===== src/rtl/qdec_pkg.sv =====
// Package: shared step encoding and quadrature classification helpers.
// Assumes the phase state is packed as {A, B}.
package qdec_pkg;

    typedef enum logic [1:0] {
        STEP_NONE = 2'd0,
        STEP_UP   = 2'd1,
        STEP_DOWN = 2'd2
    } step_t;

    // Successor of a phase state when rotating in the up direction.
    function automatic logic [1:0] qd_next_up(input logic [1:0] s);
        logic [1:0] n;
        case (s)
            2'b00:   n = 2'b10;
            2'b10:   n = 2'b11;
            2'b11:   n = 2'b01;
            default: n = 2'b00;
        endcase
        return n;
    endfunction

    // Classifies a state change; a change of both bits yields no step.
    function automatic step_t qd_classify(input logic [1:0] prev, input logic [1:0] cur);
        step_t r;
        if (prev == cur)                  r = STEP_NONE;
        else if (cur == qd_next_up(prev)) r = STEP_UP;
        else if (prev == qd_next_up(cur)) r = STEP_DOWN;
        else                              r = STEP_NONE;
        return r;
    endfunction

endpackage


===== src/rtl/qdec_sync.sv =====
// Module: multi-stage synchroniser for a bundle of asynchronous bits.
// Assumes STAGES >= 1; each stage is one flip-flop per bit, reset to zero.
module qdec_sync #(
    parameter int WIDTH  = 3,
    parameter int STAGES = 2
) (
    input  logic             clk,
    input  logic             rst_n,
    input  logic [WIDTH-1:0] d_in,
    output logic [WIDTH-1:0] d_out
);
    genvar g;
    generate
        for (g = 0; g < STAGES; g++) begin : g_stage
            logic [WIDTH-1:0] r;
            if (g == 0) begin : g_first
                // First stage samples the raw inputs.
                always_ff @(posedge clk) begin
                    if (!rst_n) r <= '0;
                    else        r <= d_in;
                end
            end else begin : g_next
                // Later stages pass the previous stage along.
                always_ff @(posedge clk) begin
                    if (!rst_n) r <= '0;
                    else        r <= g_stage[g-1].r;
                end
            end
        end
    endgenerate

    assign d_out = g_stage[STAGES-1].r;
endmodule


===== src/rtl/qdec_decode.sv =====
// Module: turns synchronised phase and marker levels into step and rise events.
// Assumes inputs are already synchronous; events are suppressed while not running.
module qdec_decode
    import qdec_pkg::*;
(
    input  logic  clk,
    input  logic  rst_n,
    input  logic  run,
    input  logic  a_s,
    input  logic  b_s,
    input  logic  idx_s,
    output step_t step,
    output logic  idx_rise
);
    logic [1:0] prev_ab;
    logic       prev_idx;

    // Remembers the last phase state and marker level.
    always_ff @(posedge clk) begin
        if (!rst_n) begin
            prev_ab  <= 2'b00;
            prev_idx <= 1'b0;
        end else begin
            prev_ab  <= {a_s, b_s};
            prev_idx <= idx_s;
        end
    end

    // Emits one step per legal phase change and one pulse per marker rise.
    always_comb begin
        step     = run ? qd_classify(prev_ab, {a_s, b_s}) : STEP_NONE;
        idx_rise = run & idx_s & ~prev_idx;
    end
endmodule


===== src/rtl/qdec_timebase.sv =====
// Module: self-restarting period counter with a toggling square wave.
// Raises capture in the cycle the wave is about to go high.
// Assumes a period of zero means the time base is held idle.
module qdec_timebase #(
    parameter int PER_W = 16
) (
    input  logic             clk,
    input  logic             rst_n,
    input  logic             run,
    input  logic             restart,
    input  logic             speed_en,
    input  logic [PER_W-1:0] period,
    output logic             capture
);
    logic [PER_W-1:0] tb_cnt;
    logic             tb_wave;
    logic             active;
    logic             match;

    // Decides whether the time base may run and whether it has reached the period.
    always_comb begin
        active  = run & speed_en & (period != '0);
        match   = active & (tb_cnt >= period);
        capture = match & ~tb_wave & ~restart;
    end

    // Advances the counter, restarting it and inverting the wave on a match.
    always_ff @(posedge clk) begin
        if (!rst_n || restart || !active) begin
            tb_cnt  <= '0;
            tb_wave <= 1'b0;
        end else if (match) begin
            tb_cnt  <= '0;
            tb_wave <= ~tb_wave;
        end else begin
            tb_cnt  <= tb_cnt + 1'b1;
        end
    end
endmodule


===== src/rtl/qdec_counters.sv =====
// Module: edge, revolution and speed registers plus the direction flag.
// Assumes at most one step per cycle; a clear (marker or capture) wins over a step.
module qdec_counters
    import qdec_pkg::*;
#(
    parameter int CNT_W = 16
) (
    input  logic             clk,
    input  logic             rst_n,
    input  logic             start,
    input  logic             run,
    input  step_t            step,
    input  logic             idx_rise,
    input  logic             capture,
    output logic [CNT_W-1:0] edge_q,
    output logic [CNT_W-1:0] rev_q,
    output logic             dir_q,
    output logic [CNT_W-1:0] speed_q,
    output logic             valid_q
);
    logic [CNT_W-1:0] edge_next;
    logic             dir_eff;

    // Computes the edge count including this cycle's step, and the direction in force.
    always_comb begin
        case (step)
            STEP_UP:   edge_next = edge_q + 1'b1;
            STEP_DOWN: edge_next = edge_q - 1'b1;
            default:   edge_next = edge_q;
        endcase
        case (step)
            STEP_UP:   dir_eff = 1'b1;
            STEP_DOWN: dir_eff = 1'b0;
            default:   dir_eff = dir_q;
        endcase
    end

    // Updates all counters; start acts as a software trigger that zeroes them.
    always_ff @(posedge clk) begin
        if (!rst_n || start) begin
            edge_q  <= '0;
            rev_q   <= '0;
            dir_q   <= 1'b1;
            speed_q <= '0;
            valid_q <= 1'b0;
        end else if (run) begin
            dir_q   <= dir_eff;
            valid_q <= capture;
            if (capture)
                speed_q <= edge_next;
            if (idx_rise || capture)
                edge_q <= '0;
            else
                edge_q <= edge_next;
            if (idx_rise)
                rev_q <= dir_eff ? rev_q + 1'b1 : rev_q - 1'b1;
        end else begin
            valid_q <= 1'b0;
        end
    end
endmodule


===== src/rtl/qdec_speed_top.sv =====
// Module: quadrature decoder top with position, revolution and speed outputs.
// Assumes asynchronous encoder inputs and a one-cycle start strobe.
module qdec_speed_top
    import qdec_pkg::*;
#(
    parameter int CNT_W       = 16,
    parameter int PER_W       = 16,
    parameter int SYNC_STAGES = 2
) (
    input  logic               clk,
    input  logic               rst_n,
    input  logic               phase_a,
    input  logic               phase_b,
    input  logic               index_in,
    input  logic               speed_en,
    input  logic [PER_W-1:0]   period,
    input  logic               start,
    output logic [CNT_W-1:0]   edge_count,
    output logic [CNT_W-1:0]   rev_count,
    output logic [2*CNT_W-1:0] pos_word,
    output logic               direction,
    output logic [CNT_W-1:0]   speed_val,
    output logic               speed_valid
);
    localparam int POS_W = 2 * CNT_W;

    logic [2:0] raw_in;
    logic [2:0] sync_out;
    logic       run_q;
    step_t      step;
    logic       idx_rise;
    logic       capture;

    assign raw_in = {phase_a, phase_b, index_in};

    // Latches the running state on the first start strobe.
    always_ff @(posedge clk) begin
        if (!rst_n)     run_q <= 1'b0;
        else if (start) run_q <= 1'b1;
    end

    qdec_sync #(.WIDTH(3), .STAGES(SYNC_STAGES)) u_sync (
        .clk(clk), .rst_n(rst_n), .d_in(raw_in), .d_out(sync_out)
    );

    qdec_decode u_decode (
        .clk(clk), .rst_n(rst_n), .run(run_q),
        .a_s(sync_out[2]), .b_s(sync_out[1]), .idx_s(sync_out[0]),
        .step(step), .idx_rise(idx_rise)
    );

    qdec_timebase #(.PER_W(PER_W)) u_tb (
        .clk(clk), .rst_n(rst_n), .run(run_q), .restart(start),
        .speed_en(speed_en), .period(period), .capture(capture)
    );

    qdec_counters #(.CNT_W(CNT_W)) u_cnt (
        .clk(clk), .rst_n(rst_n), .start(start), .run(run_q),
        .step(step), .idx_rise(idx_rise), .capture(capture),
        .edge_q(edge_count), .rev_q(rev_count), .dir_q(direction),
        .speed_q(speed_val), .valid_q(speed_valid)
    );

    assign pos_word = POS_W'({rev_count, edge_count});
endmodule


===== config.mk =====
export PLATFORM = sky130hd
export DESIGN_NAME = qdec_speed_top
export DESIGN_NICKNAME = d
export VERILOG_FILES = /design/src/rtl/qdec_pkg.sv /design/src/rtl/qdec_sync.sv /design/src/rtl/qdec_decode.sv /design/src/rtl/qdec_timebase.sv /design/src/rtl/qdec_counters.sv /design/src/rtl/qdec_speed_top.sv
export SDC_FILE = /design/constraint.sdc
export NUM_CORES = 1
export LEC_CHECK = 0
export BUFFER_PORTS_ARGS = -buffer_cell sky130_fd_sc_hd__buf_2
export CORE_AREA = 4 4 139 141
export CTS_CLUSTER_DIAMETER = 150
export DETAILED_ROUTE_END_ITERATION = 10
export DIE_AREA = 0 0 143 145
export PLACE_DENSITY_LB_ADDON = 0.25
export SLEW_MARGIN = 40
export SYNTH_ARGS = -nofsm -noshare
export SYNTH_HDL_FRONTEND = slang
export SYNTH_HIERARCHICAL = 1
export SYNTH_SLANG_ARGS = --single-unit

===== constraint.sdc =====
create_clock -name clk -period 4.55 [get_ports clk]
set_input_delay 0.6825 -clock clk [delete_from_list [all_inputs] [get_ports clk]]
set_output_delay 0.6825 -clock clk [all_outputs]
set_load 0.01 [all_outputs]

-- Word level (Yosys, flattened, before mapping)
Index checks and enable logic that the tools add are counted.
- muxes and demuxes: 13
- add/subtract/negate cells: 5
- bitwise gates (word level): 11
- magnitude comparators: 1
- reduce and logical (&&, ||, !) cells: 12
- equality and inequality tests: 9
- operators with widths (cell ; count):
    16-bit by 1-bit adder with 16-bit output (second input constant) ; 3
    16-bit two-way mux ; 2
    16-bit one-hot mux with 2 select lines ; 1
    16-bit by 1-bit subtractor with 16-bit output (second input constant) ; 2
    16-bit greater-or-equal comparator ; 1
    16-bit nonzero test ; 1
    2-bit two-way mux ; 7
    2-bit one-hot mux with 3 select lines ; 2
    2-bit equality test (second input constant) ; 5
    1-bit bitwise AND ; 7
    2-bit equality test ; 3
    2-bit zero test ; 2
    1-bit inverter ; 4
    2-bit AND reduction ; 2
    2-bit OR reduction ; 2
    1-bit logical OR ; 3
    2-bit by 1-bit equality test with 1-bit output (second input constant) ; 1
    1-bit zero test ; 2
    1-bit one-hot mux with 2 select lines ; 1
- logic and storage cells: 63
- bits in registers: 77
- input port bits: 23

-- Logic depth before layout (Yosys ltp)
- depth in word-level cells: 14
- mapped depth: 18
- mapped depth without buffers: 13

-- By module
Netlist, hierarchy kept.
- modules (own cells, without submodules) (module ; cells an instance ; sequential area each (µm²) ; area each (µm²) ; times used):
    qdec_counters ; 556 ; 1001.0 ; 3976.3 ; 1
    qdec_timebase ; 136 ; 340.3 ; 1147.4 ; 1
    qdec_speed_top ; 34 ; 20.0 ; 267.8 ; 1
    qdec_sync ; 12 ; 120.1 ; 157.7 ; 1
    qdec_decode ; 12 ; 60.1 ; 120.1 ; 1

-- Worst setup path after synthesis
No wires, ideal clock.
- path kind: register to register
- start: register u_decode.prev_ab[0]
- end: register u_cnt.speed_q[10]
- stages on the path, launching flop included: 18
- setup slack: 0.413 ns
- path buffers: 5
- library setup time: 0.074 ns
- arrival: 4.063 ns
- cells stage by stage: dfxtp_1 -> xor2_1 -> nor3b_1 -> ha_1 -> clkbuf_2 -> clkbuf_1 -> clkbuf_1 -> buf_1 -> xor2_1 -> ha_1 -> nor4_1 -> or4_1 -> buf_2 -> o31ai_4 -> o21bai_1 -> and3b_1 -> or4_1 -> a31oi_1
- cells in the longest elaborated chain, start to end: 9
- elaborated cells on any way between the ends: 15
- RTL lines (what ; line ; text):
    start, declared ; qdec_decode.sv:15 ; logic [1:0] prev_ab;
    start signal, assigned ; qdec_decode.sv:24 ; prev_ab <= {a_s, b_s};
    2-bit equality test or 2-bit zero test (tied branches) ; qdec_pkg.sv:14 ; case (s)
    2-bit one-hot mux with 3 select lines ; qdec_pkg.sv:14 ;
    2-bit two-way mux ; qdec_pkg.sv:26 ; if (prev == cur) r = STEP_NONE;
    2-bit equality test ; qdec_pkg.sv:27 ; else if (cur == qd_next_up(prev)) r = STEP_UP;
    2-bit two-way mux ; qdec_pkg.sv:27 ;
    2-bit two-way mux (*) ; qdec_pkg.sv:26 ;
    2-bit two-way mux (*) ; qdec_decode.sv:31 ; step = run ? qd_classify(prev_ab, {a_s, b_s}) : STEP_NONE;
    via step[1] ; qdec_speed_top.sv:30 ; step_t step;
    2-bit equality test or 2-bit by 1-bit equality test with 1-bit output (tied branches) ; qdec_counters.sv:26 ; case (step)
    16-bit one-hot mux with 2 select lines (*) ; qdec_counters.sv:26 ;
    end signal, assigned ; qdec_counters.sv:50 ; speed_q <= edge_next;
    end, declared ; qdec_counters.sv:18 ; output logic [CNT_W-1:0] speed_q,
The timed path passes the listed nets; every way through them passes the cells marked *. The select of a mux whose other input is x is not followed.
A chain may end at the register's enable or synchronous reset.

-- Worst setup path in the final report
- start: register run_q
- end: register u_cnt.rev_q[15]
- cells in the longest elaborated chain, start to end: 4
- elaborated cells on any way between the ends: 8
- RTL lines (what ; line ; text):
    start, declared ; qdec_speed_top.sv:29 ; logic run_q;
    start signal, assigned ; qdec_speed_top.sv:38 ; if (!rst_n) run_q <= 1'b0;
    start signal, assigned ; qdec_speed_top.sv:39 ; else if (start) run_q <= 1'b1;
    2-bit two-way mux (*) ; qdec_decode.sv:31 ;
    via step[0] ; qdec_speed_top.sv:30 ;
    2-bit equality test or 2-bit by 1-bit equality test with 1-bit output (tied branches) ; qdec_counters.sv:31 ; case (step)
    1-bit one-hot mux with 2 select lines (*) ; qdec_counters.sv:31 ;
    16-bit two-way mux (*) ; qdec_counters.sv:56 ; rev_q <= dir_eff ? rev_q + 1'b1 : rev_q - 1'b1;
    end signal, assigned ; qdec_counters.sv:56 ;
    end, declared ; qdec_counters.sv:16 ; output logic [CNT_W-1:0] rev_q,
The timed path passes the listed nets; every way through them passes the cells marked *.

==> results <==
- Entering global routing, the biggest net connects 45 pins.
- The maximum achievable frequency is approximately 280 MHz.
- Of all flip-flops after synthesis, the portion carrying an async set or reset was 0%.
- The final routed DRC violation total is 0.
- For this design the top-level I/O count stands at 105.
- The count of synthesis-stage warnings from yosys is 6.
- The HPWL reported at the end of detailed placement is ~11,000 um.
- The number of pins with negative max-slew slack in the final report is 0.
- The detail-routed net length per standard cell is 15.3 um.
- In this run the standard cell core region covers about 18,000 sq um.
- TritonCTS created 9 clock buffers.
- In this run the static leakage power is 2.65 nW.
- dfxtp_1 is the most common cell in the netlist.
- The data arrival at the endpoint of the critical path is 3820 ps.
- For the worst-skew pair, the clock arrives at the later sink with an insertion delay of approximately 350 ps.
- The reg-to-reg startpoint is run_q.
- The die covers 20,700 sq um.
- The detail route stage leaves a number of antenna-violating nets equal to 0.
- The smallest hold slack is roughly 430 ps.
- The internal reg-to-reg setup slack is 930 ps.
- The number of synthesized register bits is 77.
- The cell sitting at the root of the clock tree is a clkbuf_16.
- The relative slew slack is 48.6%.
- Counting the fill cells in the layout gives 1,906.
- Once the floorplan was initialized, standard cells occupied 31.6% of the core.
- Setup total negative slack on the finished layout was measured at 0 ps.
- At the pin with the least slew margin, the transition time is between 700 and 800 ps.
- Across the VDD grid, the largest voltage drop is 0.282 mV.
- The portion of synthesized cell area occupied by the leading cell type is 27.2%.
- The post-synthesis instance area is 5670 sq um.
- The proportion of layout cells with a drive suffix above 1 is 18.2%.
- The number of nets in the layout is 834.
- The growth of design area from synthesis to finish is 12.6%.
- The biggest area consumer among synthesized cells is dfxtp_1.
- The number of antenna violations at the first check in global routing came to 1.
- The die boundary width is approximately 140 um.
- Clock-pin slew was measured on the worst setup and hold paths at ~70 ps.
- The most frequently used flop master after synthesis is dfxtp_1.
- The first global-routing pass estimated between 20,000 and 30,000 um of wire.
- The standard-cell row count is 49.
- The min-delay analysis places its worst path in the category reg2reg.
- The kind of critical path is reg2reg.
- The final worst setup slack is between 900 and 1000 ps.
- Port buffering added between 100 and 150 buffers.
- The final count of negative-setup-slack endpoints is 0.
- The mean instance size in the synthesized netlist is 7.56 sq um.
- In this run the power density over the cells is 243 nW/um^2.
- The sort of element at the end of the critical path is a flip-flop.
- Before CTS, the worst setup slack after placement is 929 ps.
- The antenna diode count is 0.
- The via count of the first global-routing pass is ~4,900.
- Setup repair after global routing left no endpoint under its margin.
- The share of the yosys chip area belonging to registers is between 20 and 30%.
- Dividing the detail-routed via count by the number of cells gives 5.26.
- The starting DRC count in detailed routing is 332.
- The number of different library cells in the post-synthesis netlist is between 70 and 80.
- TritonCTS built the clock tree.
- On the final layout, the worst clock skew is about 8.1 ps.
- Detailed routing inserted a total of 5,375 vias.
- The capturing point of the worst reg2reg path is u_cnt/rev_q[15].
- In this run the number of H-tree levels came out at 3.
- Synthesis produced a netlist with a net count of 796.
- The overall die height is 145 um.
- The path with the worst hold slack has its endpoint at u_sync/d_out[1].
- CTS saw 77 sinks.
- The startpoint type of the worst setup path is a flip-flop.
- The final global-route overflow total is 0.
- The iteration count of the initial detailed-routing pass is 5.
- The time the worst path needs with I/O delays and setup is approximately 3600 ps.
- Counting instances, the worst hold path has a depth of 1.
- Along the worst path, the maximum fanout reaches 18.
- The global-route usage over all layers is approximately 15%.
- The number of setup buffers added after CTS is 0.
- The final hold violation count was 0.
- Yosys attributes the largest share of cell area to dfxtp_1 (27%), ha_1 (5.1%), a21oi_1 (4.9%), o21ai_0 (4.2%), buf_4 (4.2%).
- The global placement routability congestion is 0.801.
- The worst hold path begins at u_sync/g_stage[0].r[1].
- Counting along the longest clock path gives a buffer depth of 2.
- Ranked by instance count, the synthesized netlist is headed by dfxtp_1 (77), nor2_1 (64), nand2_1 (61), a21oi_1 (56), o21ai_0 (48).
- The worst endpoint required time is 4760 ps.
- For this block, the routed nets add up to ~16,000 um of wire.
- Synthesis produced a netlist whose cell count is 750.
- The worst reg2reg path depth is 12.
- Max-cap violations in this run came to 0.
- In this run, post-CTS hold repair placed 0 buffers.
- Post-CTS repair changed the size of 0 cells.
- The run finished with clean final reports.
- The number of enable flip-flop cells after synthesis is 0.
- The completed layout was analyzed and its total power is 1.55 mW.
- The worst path uses 79.5% of the clock period.
==> logic make-up after synthesis <==
family / synth area share (%)
AO/OA/AOI/OAI: 22.5
XOR/XNOR: 6.49
adder cells (fa/ha/maj): 5.08
buffers and inverters: 10.3
flip-flops: 27.2
multiplexers: 3.16
AND/OR/NAND/NOR: 25.3
==> final cells by class <==
type / instances / area (sq um) / share of cell area [%]
clock buffers: 10 / 229 / 3.59
inverters: 32 / 120 / 1.88
clock inverters: 6 / 70.1 / 1.10
flip-flops and latches: 77 / 1540 / 24.1
repair buffers: 114 / 596 / 9.33
well taps: 229 / 287 / 4.49
multi-input cells: 554 / 3540 / 55.5
==> metal layers <==
metal  up-vias  share of wire [%]  track usage [%]  wire length (um)
met2       159                 43             22.1              6660
met1      2463                 49             22.3              7720
met4         2               0.97             3.42               152
met5         -              0.083                0                13
li1       2736                  -                -                 -
met3        15                6.9             3.69              1090
==> worst max-delay path, cell delays in order (launching register included) <==
cell and delay (ps):
dfxtp_1 340, buf_4 230, and3_2 240, inv_1 60, ha_1 510, mux2i_2 460
buf_4 280, nor2_1 50, a211oi_1 320, o21ai_0 220, o32ai_1 500, or3_1 180
o211ai_1 80
==> how the worst max path moves through the flow <==
stage                             start                end  slack (ps)  cells past startpoint
floorplan           u_decode/prev_ab[0]  u_cnt/speed_q[10]         410                     17
global placement                  run_q    u_cnt/rev_q[14]         970                     13
detailed placement           period[15]   u_cnt/edge_q[10]         930                     13
CTS                               run_q    u_cnt/rev_q[12]         970                     13
global route            u_sync/d_out[1]   u_cnt/edge_q[15]         590                     11
finish                            run_q    u_cnt/rev_q[15]         930                     12
==> placed cells by master (no fill, tap or decap), drive strengths merged, types with 4 or more instances in the layout <==
| cell | synthesis | layout |
|---|---|---|
| a31oi | 8 | 8 |
| a22oi | 7 | 7 |
| inv | 32 | 34 |
| o21a | 4 | 4 |
| a21o | 4 | 4 |
| a21oi | 56 | 56 |
| a311oi | 4 | 4 |
| nor3b | 6 | 6 |
| o211ai | 8 | 8 |
| clkbuf | 43 | 10 |
| or4 | 6 | 6 |
| ha | 23 | 23 |
| and2 | 19 | 19 |
| xnor2 | 25 | 25 |
| o31ai | 7 | 7 |
| nor2b | 7 | 7 |
| nand2b | 8 | 8 |
| a211oi | 12 | 12 |
| or3 | 24 | 24 |
| nand2 | 61 | 61 |
| buf | 44 | 114 |
| nor4 | 13 | 13 |
| and4 | 4 | 4 |
| o22ai | 8 | 8 |
| nor2 | 64 | 64 |
| nor3 | 10 | 10 |
| mux2i | 13 | 13 |
| xor2 | 17 | 17 |
| dfxtp | 77 | 77 |
| o21ai | 49 | 49 |
| and3 | 9 | 9 |
| nand3 | 23 | 23 |
| nand4 | 5 | 5 |
| mux2 | 4 | 4 |
==> registers in the layout, summed over array words and instances, names as in the netlist <==
| register | flops |
|---|---|
| u_tb/tb_cnt | 16 |
| u_decode/prev_ab | 2 |
| run_q | 1 |
| u_cnt/rev_q | 16 |
| u_sync/d_out | 3 |
| u_cnt/speed_q | 16 |
| u_cnt/valid_q | 1 |
| u_cnt/edge_q | 16 |
| u_decode/prev_idx | 1 |
| u_cnt/dir_q | 1 |
| u_sync/g_stage.r | 3 |
| u_tb/tb_wave | 1 |
==> power breakdown <==
group | internal, mW | switching, mW
Combinational | 0.0511 | 0.0838
Sequential | 0.679 | 0.00600
Clock | 0.430 | 0.301
==> stage by stage <==
stage          area (sq um)  cells  utilization [%]
6_report               6390   1022             35.6
3_5_place_dp           6090   1006             33.9
3_3_place_gp           6090   1006             33.9
5_1_grt                6390   1022             35.6
2_1_floorplan          5670    750                -
4_1_cts                6390   1022             35.6
(Power assumes the default switching activity.)
